## config.mk

```make
export PLATFORM = sky130hd
export DESIGN_NAME = alpha_fade_ctrl
export DESIGN_NICKNAME = d
export VERILOG_FILES = /design/src/rtl/alpha_fade_pkg.sv /design/src/rtl/afc_regfile.sv /design/src/rtl/afc_rate_div.sv /design/src/rtl/afc_stepper.sv /design/src/rtl/alpha_fade_ctrl.sv
export SDC_FILE = /design/constraint.sdc
export NUM_CORES = 1
export LEC_CHECK = 0
export ABC_AREA = 1
export BUFFER_PORTS_ARGS = -buffer_cell sky130_fd_sc_hd__buf_2
export CORE_MARGIN = 4
export CORE_UTILIZATION = 40
export DETAILED_ROUTE_END_ITERATION = 8
export PLACE_DENSITY = 0.62
export SYNTH_ARGS = -nofsm -noshare
export SYNTH_HDL_FRONTEND = slang
export SYNTH_HIERARCHICAL = 1
export SYNTH_SLANG_ARGS = --single-unit
```

## constraint.sdc

```tcl
create_clock -name clk -period 2.8 [get_ports clk]
set_clock_uncertainty 0.15 [all_clocks]
set_input_delay 0.14 -clock clk [delete_from_list [all_inputs] [get_ports clk]]
set_output_delay 0.14 -clock clk [all_outputs]
set_load 0.02 [all_outputs]
```

## src/rtl/alpha_fade_pkg.sv

```systemverilog
package alpha_fade_pkg;
   localparam int FIELD_W  = 8;
   localparam int WORD_W   = 32;
   localparam int POS_START = 24;
   localparam int POS_COEF  = 16;
   localparam int POS_RATE  = 8;
   localparam int POS_ARM   = 7;
   localparam int POS_BUSY  = 4;
   localparam int POS_DIR   = 1;
   localparam int POS_EN    = 0;

   typedef struct packed {
      logic [FIELD_W-1:0] start;
      logic [FIELD_W-1:0] coef;
      logic [FIELD_W-1:0] rate;
      logic               dir;
      logic               en;
   } fade_cfg_t;
endpackage

```

## src/rtl/afc_regfile.sv

```systemverilog
module afc_regfile
   import alpha_fade_pkg::*;
(
   input  logic              clk,
   input  logic              rst_n,
   input  logic              wr,
   input  logic [WORD_W-1:0] wdata,
   input  logic              vsync,
   input  logic              busy,
   output fade_cfg_t         stage,
   output logic              pend,
   output logic [WORD_W-1:0] rdata
);
   always_ff @(posedge clk or negedge rst_n) begin
      if (!rst_n) begin
         stage.start <= '1;
         stage.coef  <= '0;
         stage.rate  <= '0;
         stage.dir   <= 1'b0;
         stage.en    <= 1'b0;
         pend        <= 1'b0;
      end else if (wr) begin
         stage.start <= wdata[POS_START +: FIELD_W];
         stage.coef  <= wdata[POS_COEF  +: FIELD_W];
         stage.rate  <= wdata[POS_RATE  +: FIELD_W];
         stage.dir   <= wdata[POS_DIR];
         stage.en    <= wdata[POS_EN];
         pend        <= wdata[POS_ARM];
      end else if (vsync) begin
         pend <= 1'b0;
      end
   end

   always_comb begin
      rdata = '0;
      rdata[POS_START +: FIELD_W] = stage.start;
      rdata[POS_COEF  +: FIELD_W] = stage.coef;
      rdata[POS_RATE  +: FIELD_W] = stage.rate;
      rdata[POS_ARM]  = pend;
      rdata[POS_BUSY] = busy;
      rdata[POS_DIR]  = stage.dir;
      rdata[POS_EN]   = stage.en;
   end

   AST_ARM_CLEARS: assert property (@(posedge clk) disable iff (!rst_n)
      (pend && vsync && !wr) |=> !pend);
   AST_WRITE_ARMS: assert property (@(posedge clk) disable iff (!rst_n)
      wr |=> (pend == $past(wdata[POS_ARM])));
endmodule

```

## src/rtl/afc_rate_div.sv

```systemverilog
module afc_rate_div #(
   parameter int RATE_W = 8
) (
   input  logic              clk,
   input  logic              rst_n,
   input  logic              restart,
   input  logic [RATE_W-1:0] rate_in,
   input  logic              adv,
   output logic              step
);
   logic [RATE_W-1:0] rate_q, cnt_q, last;

   assign last = (rate_q == '0) ? '0 : rate_q - 1'b1;
   assign step = adv && (cnt_q >= last);

   always_ff @(posedge clk or negedge rst_n) begin
      if (!rst_n) begin
         rate_q <= '0;
         cnt_q  <= '0;
      end else if (restart) begin
         rate_q <= rate_in;
         cnt_q  <= '0;
      end else if (adv) begin
         cnt_q <= step ? '0 : cnt_q + 1'b1;
      end
   end

   AST_CNT_BOUND: assert property (@(posedge clk) disable iff (!rst_n)
      (rate_q > 1) |-> (cnt_q < rate_q));
   AST_ZERO_RATE: assert property (@(posedge clk) disable iff (!rst_n)
      (adv && rate_q == '0) |-> step);
endmodule

```

## src/rtl/afc_stepper.sv

```systemverilog
module afc_stepper
   import alpha_fade_pkg::*;
#(
   parameter int ALPHA_W   = 8,
   parameter int STEP_IMPL = 0
) (
   input  logic               clk,
   input  logic               rst_n,
   input  logic               commit,
   input  fade_cfg_t          stage,
   input  logic               step,
   input  logic               vsync,
   output logic [ALPHA_W-1:0] alpha,
   output logic               busy
);
   localparam logic [ALPHA_W-1:0] A_MAX = '1;
   localparam logic [ALPHA_W-1:0] A_MIN = '0;

   logic [ALPHA_W-1:0] coef_q, nxt;
   logic               dir_q, en_q, hit, start_at_lim;

   generate
      if (STEP_IMPL == 0) begin : g_shared
         logic [ALPHA_W-1:0] opnd;
         logic [ALPHA_W:0]   sum;
         assign opnd = dir_q ? coef_q : ~coef_q;
         assign sum  = {1'b0, alpha} + {1'b0, opnd} + {{ALPHA_W{1'b0}}, ~dir_q};
         always_comb begin
            if (dir_q) hit = sum[ALPHA_W] || (sum[ALPHA_W-1:0] == A_MAX);
            else       hit = !sum[ALPHA_W] || (sum[ALPHA_W-1:0] == A_MIN);
            nxt = hit ? (dir_q ? A_MAX : A_MIN) : sum[ALPHA_W-1:0];
         end
      end else begin : g_split
         logic [ALPHA_W:0] up_sum;
         logic             dn_sat;
         assign up_sum = {1'b0, alpha} + {1'b0, coef_q};
         assign dn_sat = (alpha <= coef_q);
         always_comb begin
            if (dir_q) begin
               hit = up_sum[ALPHA_W] || (up_sum[ALPHA_W-1:0] == A_MAX);
               nxt = hit ? A_MAX : up_sum[ALPHA_W-1:0];
            end else begin
               hit = dn_sat;
               nxt = dn_sat ? A_MIN : alpha - coef_q;
            end
         end
      end
   endgenerate

   assign start_at_lim = stage.dir ? (stage.start == A_MAX) : (stage.start == A_MIN);

   always_ff @(posedge clk or negedge rst_n) begin
      if (!rst_n) begin
         alpha  <= A_MAX;
         busy   <= 1'b0;
         coef_q <= '0;
         dir_q  <= 1'b0;
         en_q   <= 1'b0;
      end else if (commit) begin
         alpha  <= stage.start;
         coef_q <= stage.coef;
         dir_q  <= stage.dir;
         en_q   <= stage.en;
         busy   <= stage.en && (stage.coef != '0) && !start_at_lim;
      end else if (step && busy) begin
         alpha <= nxt;
         if (hit) busy <= 1'b0;
      end
   end

   AST_ALPHA_AFTER_VSYNC: assert property (@(posedge clk) disable iff (!rst_n)
      !vsync |=> $stable(alpha));
   AST_OFF_IDLE: assert property (@(posedge clk) disable iff (!rst_n)
      !en_q |-> !busy);
   AST_BUSY_OFF_LIMIT: assert property (@(posedge clk) disable iff (!rst_n)
      busy |-> (alpha != (dir_q ? A_MAX : A_MIN)));
   AST_DOWN_MONOTONE: assert property (@(posedge clk) disable iff (!rst_n)
      (!commit && !dir_q) |=> (alpha <= $past(alpha)));
   AST_UP_MONOTONE: assert property (@(posedge clk) disable iff (!rst_n)
      (!commit && dir_q) |=> (alpha >= $past(alpha)));
   AST_COMMIT_LOADS: assert property (@(posedge clk) disable iff (!rst_n)
      commit |=> (alpha == $past(stage.start)));
endmodule

```

## src/rtl/alpha_fade_ctrl.sv

```systemverilog
module alpha_fade_ctrl
   import alpha_fade_pkg::*;
#(
   parameter int ALPHA_W   = 8,
   parameter int RATE_W    = 8,
   parameter int STEP_IMPL = 0
) (
   input  logic        clk,
   input  logic        rst_n,
   input  logic        vsync,
   input  logic        reg_wr,
   input  logic [31:0] reg_wdata,
   output logic [31:0] reg_rdata,
   output logic [7:0]  alpha_out,
   output logic        fade_busy
);
   if (ALPHA_W != FIELD_W) begin : g_bad_alpha
      $error("ALPHA_W must match the register field width");
   end
   if (RATE_W != FIELD_W) begin : g_bad_rate
      $error("RATE_W must match the register field width");
   end
   if (STEP_IMPL < 0 || STEP_IMPL > 1) begin : g_bad_impl
      $error("STEP_IMPL must be 0 or 1");
   end

   fade_cfg_t          stage;
   logic               pend, commit, step, busy;
   logic [ALPHA_W-1:0] alpha;

   assign commit = vsync && pend;

   afc_regfile u_regs (
      .clk   (clk),
      .rst_n (rst_n),
      .wr    (reg_wr),
      .wdata (reg_wdata),
      .vsync (vsync),
      .busy  (busy),
      .stage (stage),
      .pend  (pend),
      .rdata (reg_rdata)
   );

   afc_rate_div #(.RATE_W(RATE_W)) u_div (
      .clk     (clk),
      .rst_n   (rst_n),
      .restart (commit),
      .rate_in (stage.rate),
      .adv     (vsync && busy && !commit),
      .step    (step)
   );

   afc_stepper #(.ALPHA_W(ALPHA_W), .STEP_IMPL(STEP_IMPL)) u_step (
      .clk    (clk),
      .rst_n  (rst_n),
      .commit (commit),
      .stage  (stage),
      .step   (step),
      .vsync  (vsync),
      .alpha  (alpha),
      .busy   (busy)
   );

   assign alpha_out = alpha;
   assign fade_busy = busy;
endmodule

```

==> metrics.txt <==
Setup CP Type flop to flop; PwrDens roughly 900 mW/mm²; FMAX slightly below 400 MHz; vias in the first global route roughly 3600; area leader, netlist dfrtp_1; R2R Path End u_step/busy; HP Class input port to asynchronous set/reset pin; fill cell count 989; Ys Warns 6; Mapped Avg Cell Area just under 8 µm²; # diodes 0; Die W around 110 µm; crit path time final between 2 and 3 ns; Worst EP arrival ~2.7 ns; Iter 0 DRT Violations between 100 and 150; crit path launch type flop; initial antenna violation count 0; 1st-pass router iterations 4; Seq/Total Area, Yosys 36.4%; Setup violations, final 0; WP data required about 2.9 ns; DRT met1 WL ~4600 µm; status finished, final reports clean; R2R cell count 17; worst r2r src u_step/dir_q; max-slew violations 0; via count between 3000 and 4000; die height between 100 and 150 µm; Antenna Nets Post-Route 0; met3 WL 300 µm; Placed Cells approximately 730; Setup TNS Final 0 ns; core box area 0.0103 mm²; multi-input logic area 0.00209 mm²; clock sinks 61; I/O pin count 77; top post-synthesis cells by area dfrtp_1 27%, nand2_1 17%, dfstp_2 9.9%; #FFs+latches synth 61; RSZ-0062 raised after global routing no; htree depth 3; DRT Wirelength approximately 9400 µm; CTS Buf Count 9; Mapped Area roughly 0.0042 mm²; RePlAce Congestion 0.891; Worst R2R Setup Slack 0.22 ns; register area around 0.0015 mm²; vias per inst ~4.7; Nets about 700; worst slew pin tran ~0.57 ns; DRC viols 0; cell leakage power 2.73 nW; die area 0.0123 mm²; share of cells above drive strength 1 28.0%; Worst-Skew Late Latency roughly 0.33 ns; Crit Path Max Fanout 5; remaining global-route overflow 0; Root Driver clkbuf_8; Synth-to-Final Area Change 19.3%; period utilization between 90 and 100%; final std cells w/o fill slightly below 800; DR WL met2 4370 µm; clock buffer depth 2; Synth top area share 26.5%; clock-pin slew on the worst setup and hold paths about 0.07 ns; Initial Utilization around two fifths; All-Layer GR Usage between 10% and 20%; global-route wire length before repair between 15000 and 20000 µm; hpwl dp just over 7000 µm; worst rel slew slack between 60% and 70%; CTS tree built; Syn Inst Count about 550; Top Metal Used met4; maxcap violations 0; Std-Cell Rows 37; largest net degree at the start of global routing 39; Port Buffers 67; Fin. Hold Viols 0; synth unique cells 38; Worst Setup End Kind flop; drt wl/cell between 10 and 15 µm; maximum vdd drop between 0.3 and 0.4 mV
[Yosys cell counts]
| library cell | count |
|---|---|
| buf_6 | 6 |
| nor2_4 | 3 |
| a21oi_1 | 7 |
| nor3_2 | 1 |
| nor2_1 | 17 |
| nand2_2 | 10 |
| xnor2_1 | 7 |
| buf_2 | 3 |
| clkbuf_1 | 2 |
| nand3b_1 | 2 |
| o221ai_1 | 1 |
| dfrtp_1 | 45 |
| buf_4 | 33 |
| o21a_1 | 1 |
| fa_1 | 1 |
| nand4_1 | 16 |
| xor2_1 | 8 |
| conb_1 | 1 |
| nand3_1 | 15 |
| nor4_1 | 4 |
| o21ai_2 | 25 |
| a21o_2 | 1 |
| nand2_1 | 187 |
| ha_1 | 18 |
| nand3_2 | 6 |
| a31oi_1 | 1 |
| o21ai_0 | 22 |
| or2_1 | 1 |
| nand2_4 | 1 |
| a21oi_2 | 2 |
| dfstp_2 | 16 |
| o21bai_2 | 1 |
| a21oi_4 | 1 |
| inv_1 | 80 |
| nand4_2 | 1 |
| nor2_2 | 4 |
| bufbuf_16 | 1 |
| o211ai_1 | 1 |
[worst max-delay path by stage]
| stage | start | to | slack (ns) | cells after the start |
|---|---|---|---|---|
| final | u_step/dir_q | u_step/busy | 0.22 | 17 |
| after global routing | u_step/dir_q | u_step/alpha[3] | 0.01 | 15 |
| after CTS | u_div/rate_q[0] | u_step/alpha[0] | 0.06 | 20 |
| after detailed placement | u_div/rate_q[0] | u_step/alpha[0] | 0.09 | 20 |
| after global placement | u_div/rate_q[0] | u_step/alpha[5] | 0.15 | 20 |
| after floorplan | u_div/rate_q[0] | u_step/alpha[6] | 0.11 | 20 |
[logic make-up after synthesis]
kind of cell	share of synthesized area [%]
adders and majority gates	5.77
DFF	36.4
buffers and inverters	15.8
xor gates and xnor gates	3.09
other	0.0883
AOI/OAI and AO/OA	10.5
and+or+nand+nor	28.3
[repair_timing]
item | in CTS | in global routing
resized for setup | 0 | 13
endpoints found under the hold margin | 72 | 0
setup buffers | 0 | 1
hold buffers | 29 | 0
endpoints found under the setup margin | 0 | 9
[cells in the final DEF, fill, tap and decap left out, types with 2 or more instances in the layout]
cell type / instances
a21oi_4: 2
nor2_1: 17
o21ai_0: 22
ha_2: 3
xnor2_1: 7
dlygate4sd3_1: 29
inv_1: 77
dfrtp_1: 45
nand2_2: 12
nand3_1: 14
nand3_2: 7
a21oi_2: 3
clkbuf_1: 2
nor2_4: 3
ha_1: 14
buf_2: 67
bufinv_16: 3
nand4_1: 16
xor2_1: 8
buf_4: 13
conb_1: 4
dfstp_2: 16
nor2_2: 4
nand3b_1: 2
o21ai_2: 25
inv_2: 3
nor4_1: 4
clkbuf_8: 10
a21oi_1: 5
nand2_1: 185
[worst max-delay path: stages, from the launching register on]
cell      delay [ns]
dfrtp_1         0.42
buf_4           0.18
xnor2_1         0.21
ha_2            0.35
nand2_1         0.08
nand2_1         0.08
inv_1           0.08
nand2_1         0.08
nand2_2         0.09
nand2_1         0.08
nand2_1         0.08
nand3_2         0.08
o21bai_2        0.21
nand2_1         0.08
nand2_1         0.07
nand2_1         0.05
nand2_1         0.06
nand2_1         0.05
[metrics by stage]
step	util, %	total power, W	area (µm²)	worst slack [ns]	hold slack, ns
after global placement	43.4	0.00342	4480	0.147	-0.153
after detailed placement	43.4	0.00347	4480	0.0926	-0.151
final	49.1	0.00453	5070	0.217	0.0358
after global routing	49.1	0.00493	5070	0.0117	0.0600
after floorplan	-	0.00301	4260	0.107	-0.306
after CTS	48.6	0.00448	5010	0.0641	0.0228
[layout make-up]
cell class	instances	area share, %
multi-input cells	369	41.2
flip-flops and latches	61	30.5
repair buffers	109	14.3
inverters	80	5.93
well taps	136	3.36
clock buffers	12	2.86
clock inverters	4	1.88
[flip-flops by register name, summed over array words and instances, names as in the netlist]
register,flops
u_regs/rdata,26
u_step/coef_q,8
u_step/busy,1
u_div/cnt_q,8
u_step/dir_q,1
u_div/rate_q,8
u_step/alpha,8
u_regs/pend,1
[power by group]
group / switching (W) / internal (W)
sequential: 0.000171 / 0.00109
clock: 0.000331 / 0.000615
combinational: 0.00146 / 0.000863
total: 0.00196 / 0.00257
[layer usage]
metal / up-vias / GRT usage, %
met4: 0 / 5.92
met3: 12 / 2.73
met1: 1680 / 21.3
li1: 1857 / -
met5: - / 0
met2: 77 / 24.8
No activity file was read; power rests on OpenSTA's default activity.
